===== config.mk =====
export PLATFORM = sky130hd
export DESIGN_NAME = stack_burst_seq
export DESIGN_NICKNAME = d
export VERILOG_FILES = /design/src/rtl/stack_burst_seq.sv
export SDC_FILE = /design/constraint.sdc
export NUM_CORES = 1
export LEC_CHECK = 0
export BUFFER_PORTS_ARGS = -buffer_cell sky130_fd_sc_hd__buf_4
export CAP_MARGIN = 20
export CORE_MARGIN = 2
export CORE_UTILIZATION = 45
export CTS_CLUSTER_SIZE = 10
export DETAILED_ROUTE_END_ITERATION = 10
export PLACE_DENSITY = 0.72
export SYNTH_ARGS = -nofsm -noshare
export SYNTH_HDL_FRONTEND = slang
export SYNTH_SLANG_ARGS = --single-unit

===== constraint.sdc =====
create_clock -name clk -period 6.33 [get_ports clk]
set_clock_uncertainty 0.05 [all_clocks]
set_input_delay 0.3165 -clock clk [delete_from_list [all_inputs] [get_ports clk]]
set_output_delay 0.3165 -clock clk [all_outputs]
set_load 0.01 [all_outputs]

===== src/rtl/stack_burst_seq.sv =====
module stack_burst_seq #(
  parameter int AW   = 32,
  parameter int NREG = 16
) (
  input  logic                    clk,
  input  logic                    rst_n,
  input  logic                    req_valid,
  output logic                    req_ready,
  input  logic [AW-1:0]           req_sp,
  input  logic [NREG-1:0]         req_mask,
  input  logic                    req_load,
  input  logic                    req_wback,
  input  logic [1:0]              req_mode,
  output logic                    mem_valid,
  input  logic                    mem_ready,
  output logic [AW-1:0]           mem_addr,
  output logic [$clog2(NREG)-1:0] mem_reg,
  output logic                    mem_we,
  input  logic [AW-1:0]           mem_rdata,
  output logic                    rf_we,
  output logic [$clog2(NREG)-1:0] rf_idx,
  output logic [AW-1:0]           rf_wdata,
  output logic                    done,
  output logic [AW-1:0]           new_sp,
  output logic                    pc_loaded
);
  localparam int IW = $clog2(NREG);
  localparam int PC_IDX = NREG - 1;

  typedef enum logic [1:0] {S_IDLE, S_RUN, S_FIN} state_t;

  state_t          state;
  logic [NREG-1:0] rem;
  logic [AW-1:0]   addr_q;
  logic [AW-1:0]   sp_q;
  logic            ld_q;
  logic            pc_q;

  function automatic logic [AW-1:0] count_bytes(input logic [NREG-1:0] m);
    logic [AW-1:0] c;
    c = '0;
    for (int i = 0; i < NREG; i++) c = c + {{(AW-1){1'b0}}, m[i]};
    return c << 2;
  endfunction

  function automatic logic [IW-1:0] low_idx(input logic [NREG-1:0] m);
    logic [IW-1:0] r;
    r = '0;
    for (int i = NREG - 1; i >= 0; i--)
      if (m[i]) r = IW'(i);
    return r;
  endfunction

  logic          take;
  logic          beat;
  logic          going_down;
  logic          add_word;
  logic [AW-1:0] span;
  logic [AW-1:0] first_addr;
  logic [AW-1:0] end_sp;
  logic [NREG-1:0] rem_nxt;

  assign take       = req_valid && req_ready;
  assign beat       = mem_valid && mem_ready;
  assign going_down = ~(req_load ^ req_mode[0]);
  assign add_word   = going_down ? (req_mode[1] != req_load) : (req_mode[1] == req_load);
  assign span       = count_bytes(req_mask);
  assign first_addr = (going_down ? req_sp - span : req_sp) + (add_word ? AW'(4) : AW'(0));
  assign end_sp     = going_down ? req_sp - span : req_sp + span;
  assign rem_nxt    = rem & (rem - NREG'(1));

  always_ff @(posedge clk) begin
    if (!rst_n) begin
      state  <= S_IDLE;
      rem    <= '0;
      addr_q <= '0;
      sp_q   <= '0;
      ld_q   <= 1'b0;
      pc_q   <= 1'b0;
    end else begin
      case (state)
        S_IDLE: if (take) begin
          rem    <= req_mask;
          addr_q <= first_addr;
          sp_q   <= req_wback ? end_sp : req_sp;
          ld_q   <= req_load;
          pc_q   <= req_load && req_mask[PC_IDX];
          state  <= (req_mask == '0) ? S_FIN : S_RUN;
        end
        S_RUN: if (beat) begin
          rem    <= rem_nxt;
          addr_q <= addr_q + AW'(4);
          if (rem_nxt == '0) state <= S_FIN;
        end
        default: state <= S_IDLE;
      endcase
    end
  end

  assign req_ready = (state == S_IDLE);
  assign mem_valid = (state == S_RUN);
  assign mem_addr  = addr_q;
  assign mem_reg   = low_idx(rem);
  assign mem_we    = mem_valid && !ld_q;
  assign rf_we     = beat && ld_q;
  assign rf_idx    = mem_reg;
  assign rf_wdata  = mem_rdata;
  assign done      = (state == S_FIN);
  assign new_sp    = sp_q;
  assign pc_loaded = done && pc_q;
endmodule


# Word level (Yosys, flattened, before mapping)
# Index checks and enable logic that the tools add are counted.
[word_totals]
ff_bits = 84
out_inout_bits = 110
elab_cells = 81
[classes]
n_mux = 32
bitwise = 2
n_reduce_logical = 14
n_eq_ne = 7
n_addsub = 20
[ops]
columns = ["operator", "count"]
rows = [
  ["$mux 32", 5],
  ["$mux 4", 16],
  ["$pmux 32 s2", 1],
  ["$add 32x18->32", 1],
  ["$add 32x3->32", 1],
  ["$add 32x3->32 const B", 1],
  ["$logic_not 16->1", 2],
  ["$mux 16", 2],
  ["$pmux 16 s2", 1],
  ["$sub 32x18->32", 1],
  ["$add 15x1->16", 1],
  ["$and 16x16->16", 1],
  ["$sub 16x1->16 const B", 1],
  ["$add 14x1->15", 1],
  ["$add 13x1->14", 1],
  ["$add 12x1->13", 1],
  ["$add 11x1->12", 1],
  ["$add 10x1->11", 1],
  ["$add 9x1->10", 1],
  ["$add 8x1->9", 1],
  ["$add 7x1->8", 1],
  ["$mux 2", 4],
  ["$add 6x1->7", 1],
  ["$add 5x1->6", 1],
  ["other kinds (19)", 27],
]

# Depth between registers and ports, before layout
[depth]
depth_word = 20
mapped_depth = 25
depth_no_buf = 23

# Worst setup path after synthesis
# No wires, ideal clock.
[synth_timing]
kind = "input to register"
start = "input req_mask[0]"
end = "register addr_q[23], in the netlist mem_addr[23]"
cell_stages = 21
n_path_buf = 1
setup_ns = 0.115
required_time_ns = 6.165
arrival_time_ns = 6.152
slack_ns = 0.014
path_cell_list = "inv_1 > fa_1 > fa_1 > fa_1 > fa_1 > inv_1 > ha_1 > fa_1 > a21o_1 > and2_1 > ha_1 > or4_4 > nand3_1 > o31a_1 > o22ai_1 > or4b_1 > buf_6 > nor4_4 > nand2_1 > xnor2_1 > a2111oi_0"
[synth_between]
elab_chain_cells = 20
[synth_lines]
columns = ["item", "line", "text"]
rows = [
  ["start: declaration", "10", "input logic [NREG-1:0] req_mask,"],
  ["$add 1x1->2", "42", "for (int i = 0; i < NREG; i++) c = c + {{(AW-1){1'b0}}, m[i]};"],
  ["$add 2x1->3", "42", ""],
  ["$add 3x1->4", "42", ""],
  ["$add 4x1->5", "42", ""],
  ["$add 5x1->6", "42", ""],
  ["$add 6x1->7", "42", ""],
  ["$add 7x1->8", "42", ""],
  ["$add 8x1->9", "42", ""],
  ["[4 not listed]", "-", ""],
  ["$add 13x1->14", "42", ""],
  ["$add 14x1->15", "42", ""],
  ["$add 15x1->16", "42", ""],
  ["$sub 32x18->32", "68", "assign first_addr = (going_down ? req_sp - span : req_sp) + (add_word ? AW'(4) : AW'(0));"],
  ["$mux 32", "68", ""],
  ["$add 32x3->32", "68", ""],
  ["$mux 32", "82", "S_IDLE: if (take) begin"],
  ["$pmux 32 s2", "81", "case (state)"],
  ["end signal: assignment", "84", "addr_q <= first_addr;"],
  ["end signal: assignment", "92", "addr_q <= addr_q + AW'(4);"],
  ["end: declaration", "34", "logic [AW-1:0] addr_q;"],
]
# No other way between the ends. The select of a mux whose other input is x is not followed.
# A chain may end at the register's enable or synchronous reset.

# Final worst setup path
[layout_timing]
start = "input req_mask[0]"
end = "register addr_q[22], in the netlist mem_addr[22]"
# The elaborated chain is that of the path after synthesis.

==> impl_metrics.yaml <==
global_routing:
  grt_pass1_wl_mm: 37.3
  use_met1: 0.369
  grt_max_degree: 67
  grt_util_met3: 0.0384
  grt_use_total: 0.253
  grt_overflow_total: 0
  grt_use_met2: 0.380
  antenna_found_initial: 0
  top_usage_layer: "met2"
  grt_pass1_vias: 7371
synthesis:
  synth_cell_types: 78
  ys_seq_elements: 84
  syn_area_sq_um: 7530
  synth_flop_cell: "dfxtp_1"
  synth_cells: 1041
  avgSynthCellArea_sq_um: 7.23
  async_reset_ff_frac: 0
  synth_edf_count: 0
  synth_nets: 1161
  ys_seq_area_frac: 0.223
  ys_warn_count: 0
floorplan:
  core-area_sq_um: 16500
  num_rows: 47
  io_pins: 198
  die-area_sq_um: 17800
  start_util: 0.457
  die_width_um: 133
  die_h_um: 133
final_layout:
  layout_commonest_cell: "buf_4"
  diodes: 0
  fillers: 1548
  layout_common_cells: "214 x buf_4, 108 x nor2_1, 89 x nand2_1"
  area_growth_pct: 23.5
  drive_gt1_frac: 0.235
  fin_nets: 1280
sta:
  min_period_ns: 6.11
  slew_viol_final: 0
  setup_slack_ns: 0.225
  fmax_ghz: 0.164
  relSlewSlack: 0.467
  finalCritPeriodShare: 0.965
  tightest_slew_ns: 0.794
  tns_ns: 0
  finalSetupViolCount: 0
  hold_viol: 0
worst_setup_path:
  cp_max_fo: 7
  cp.required_ns: 6.53
  crit_path_start_kind: "primary input"
  critPathSlowestCell: "fa_1"
  max_stage_delay_ns: 0.56
  cp_data_arrival_time_ns: 6.30
  worst-setup-path-type: "in2reg"
  crit_chain: "buf_4, inv_1, fa_1, fa_1, fa_1, fa_1, inv_1, ha_1, fa_1, a21o_1, and2_1, ha_1, or4_4, nand3_2, o31a_1, o22ai_1, or4b_4, buf_4, nor4_4, buf_4, nand2_1, xor2_1, o21a_1"
  crit_top_cell: "fa_1"
  cp-end-kind: "flop"
status:
  status: "finished, final reports clean"
drt:
  drt_pass1_iterations: 8
  vias: 7977
  drc_errors: 0
  routedWlPerCell_um: 16.5
  ant_nets: 0
  wirelength_mm: 22.8
  vias_per_cell: 5.76
  drtIter0Drc: 856
cts:
  clk_latency_ns: 0.36
  cts_buffers: 9
  htree_levels: 3
  clk_pin_slew_worst_paths_ns: 0.07
  root_buffer: "clkbuf_16"
  clockBufferDepth: 2
  ctsHoldBuffers: 0
  cts_num_sinks: 84
  tritoncts: "done"
placement:
  place_ws_ns: -0.268
  globalplace.congestion: 0.953
  io_buffer_count: 133
  hpwl_mm: 16.8
flow_run:
  drv_cap: 0
power:
  pwr_density_cell_nw_per_um2: 321
  irDropWorstVdd_v: 0.000250
  power_leakage_nw: 3.78
worst_hold_path:
  hold_path_class: "in2reg"
[kinds of logic (layout without fill, tap and decap cells)]
logic type | after synthesis | in the layout | synth area share
fa+ha+maj | 34 | 34 | 0.0678
compound gates | 274 | 274 | 0.227
buf+inv | 155 | 278 | 0.0990
mux | 9 | 9 | 0.0120
flops | 84 | 84 | 0.223
simple gates | 414 | 414 | 0.285
xor+xnor | 71 | 71 | 0.0861
[sequential cells by signal (all words and copies together), names as in the netlist]
name      count
pc_q          1
ld_q          1
new_sp       32
mem_addr     32
state         2
rem          16
[report_power, final]
part	switching (mW)	leakage [nW]	internal, mW
clock network	0.237	0.151	0.344
registers	0.0726	0.693	0.597
logic	0.919	2.94	0.817
total	1.23	3.78	1.76
[per-layer routing]
metal  routed length, um  vias up
met2               10200      300
met4                 480        0
met5                   0        -
met1               10800     3707
li1                    -     3925
met3                1400       45
[path summary, 6_finish.rpt]
kind	start	cells after the start	end	slack, ns
worst max-delay path	req_mask[0]	23	mem_addr[22]	0.22
worst min-delay path	req_mask[12]	3	rem[12]	0.18
worst max register to register	rem[0]	8	state[0]	3.29
worst min register to register	pc_q	2	pc_q	0.41
[repair_timing]
action | 4_1_cts | 5_1_grt
setup endpoints to repair | 0 | 18
buffers inserted | 0 | 3
gates resized for setup | 0 | 27
[cell usage after synthesis, types with 6 or more instances]
cell / n / share of area
nand2_1: 89 / 0.044
o31ai_1: 10 / 0.010
a31oi_1: 9 / 0.0075
dfxtp_1: 84 / 0.22
mux2i_1: 9 / 0.012
o211ai_1: 8 / 0.0080
xnor2_1: 34 / 0.040
a22oi_1: 15 / 0.015
and2_1: 6 / 0.0050
a21o_1: 8 / 0.0080
nand4_1: 17 / 0.014
nor2b_1: 10 / 0.0083
nor4_1: 22 / 0.018
fa_1: 12 / 0.032
o21ai_0: 74 / 0.049
xor2_1: 35 / 0.041
and3_1: 17 / 0.014
nor2_1: 108 / 0.054
nor3_1: 46 / 0.031
o21bai_1: 6 / 0.0060
nand3_1: 39 / 0.026
or3_1: 12 / 0.010
or4_1: 7 / 0.0070
a21oi_1: 78 / 0.052
buf_4: 36 / 0.036
ha_1: 20 / 0.033
clkbuf_1: 57 / 0.028
o21a_1: 7 / 0.0070
a211oi_1: 19 / 0.019
inv_1: 49 / 0.024
o22ai_1: 7 / 0.0058
[stage by stage]
| stage | instance area, sq um | hold WS (ns) | power (mW) | cells | utilization |
|---|---|---|---|---|---|
| after floorplan | 7530 | 0.377 | 1.68 | 1041 | - |
| after global placement | 8830 | 0.388 | 2.23 | 1366 | 0.536 |
| after detailed placement | 8830 | 0.396 | 2.26 | 1366 | 0.536 |
| after CTS | 9140 | 0.173 | 2.86 | 1381 | 0.555 |
| after global routing | 9300 | 0.191 | 3.20 | 1384 | 0.565 |
| final | 9300 | 0.179 | 2.99 | 1384 | 0.565 |
[area by class of cell]
cell class,count,area [sq um],share of cell area
Clock buffer,9,225,0.0242
Clock inverter,6,90.1,0.00968
Inverter,49,184,0.0198
Multi-Input combinational cell,802,5240,0.563
Sequential cell,84,1680,0.181
Tap cell,220,275,0.0296
Timing Repair Buffer,214,1610,0.173
[critical path: cells and delay by family]
family | cells | cell delay, ns
fa+ha+maj | 7 | 2.95
simple gates | 6 | 1.68
compound gates | 4 | 0.63
buf+inv | 5 | 0.56
xor+xnor | 1 | 0.15
No activity file was read; power rests on OpenSTA's default activity.
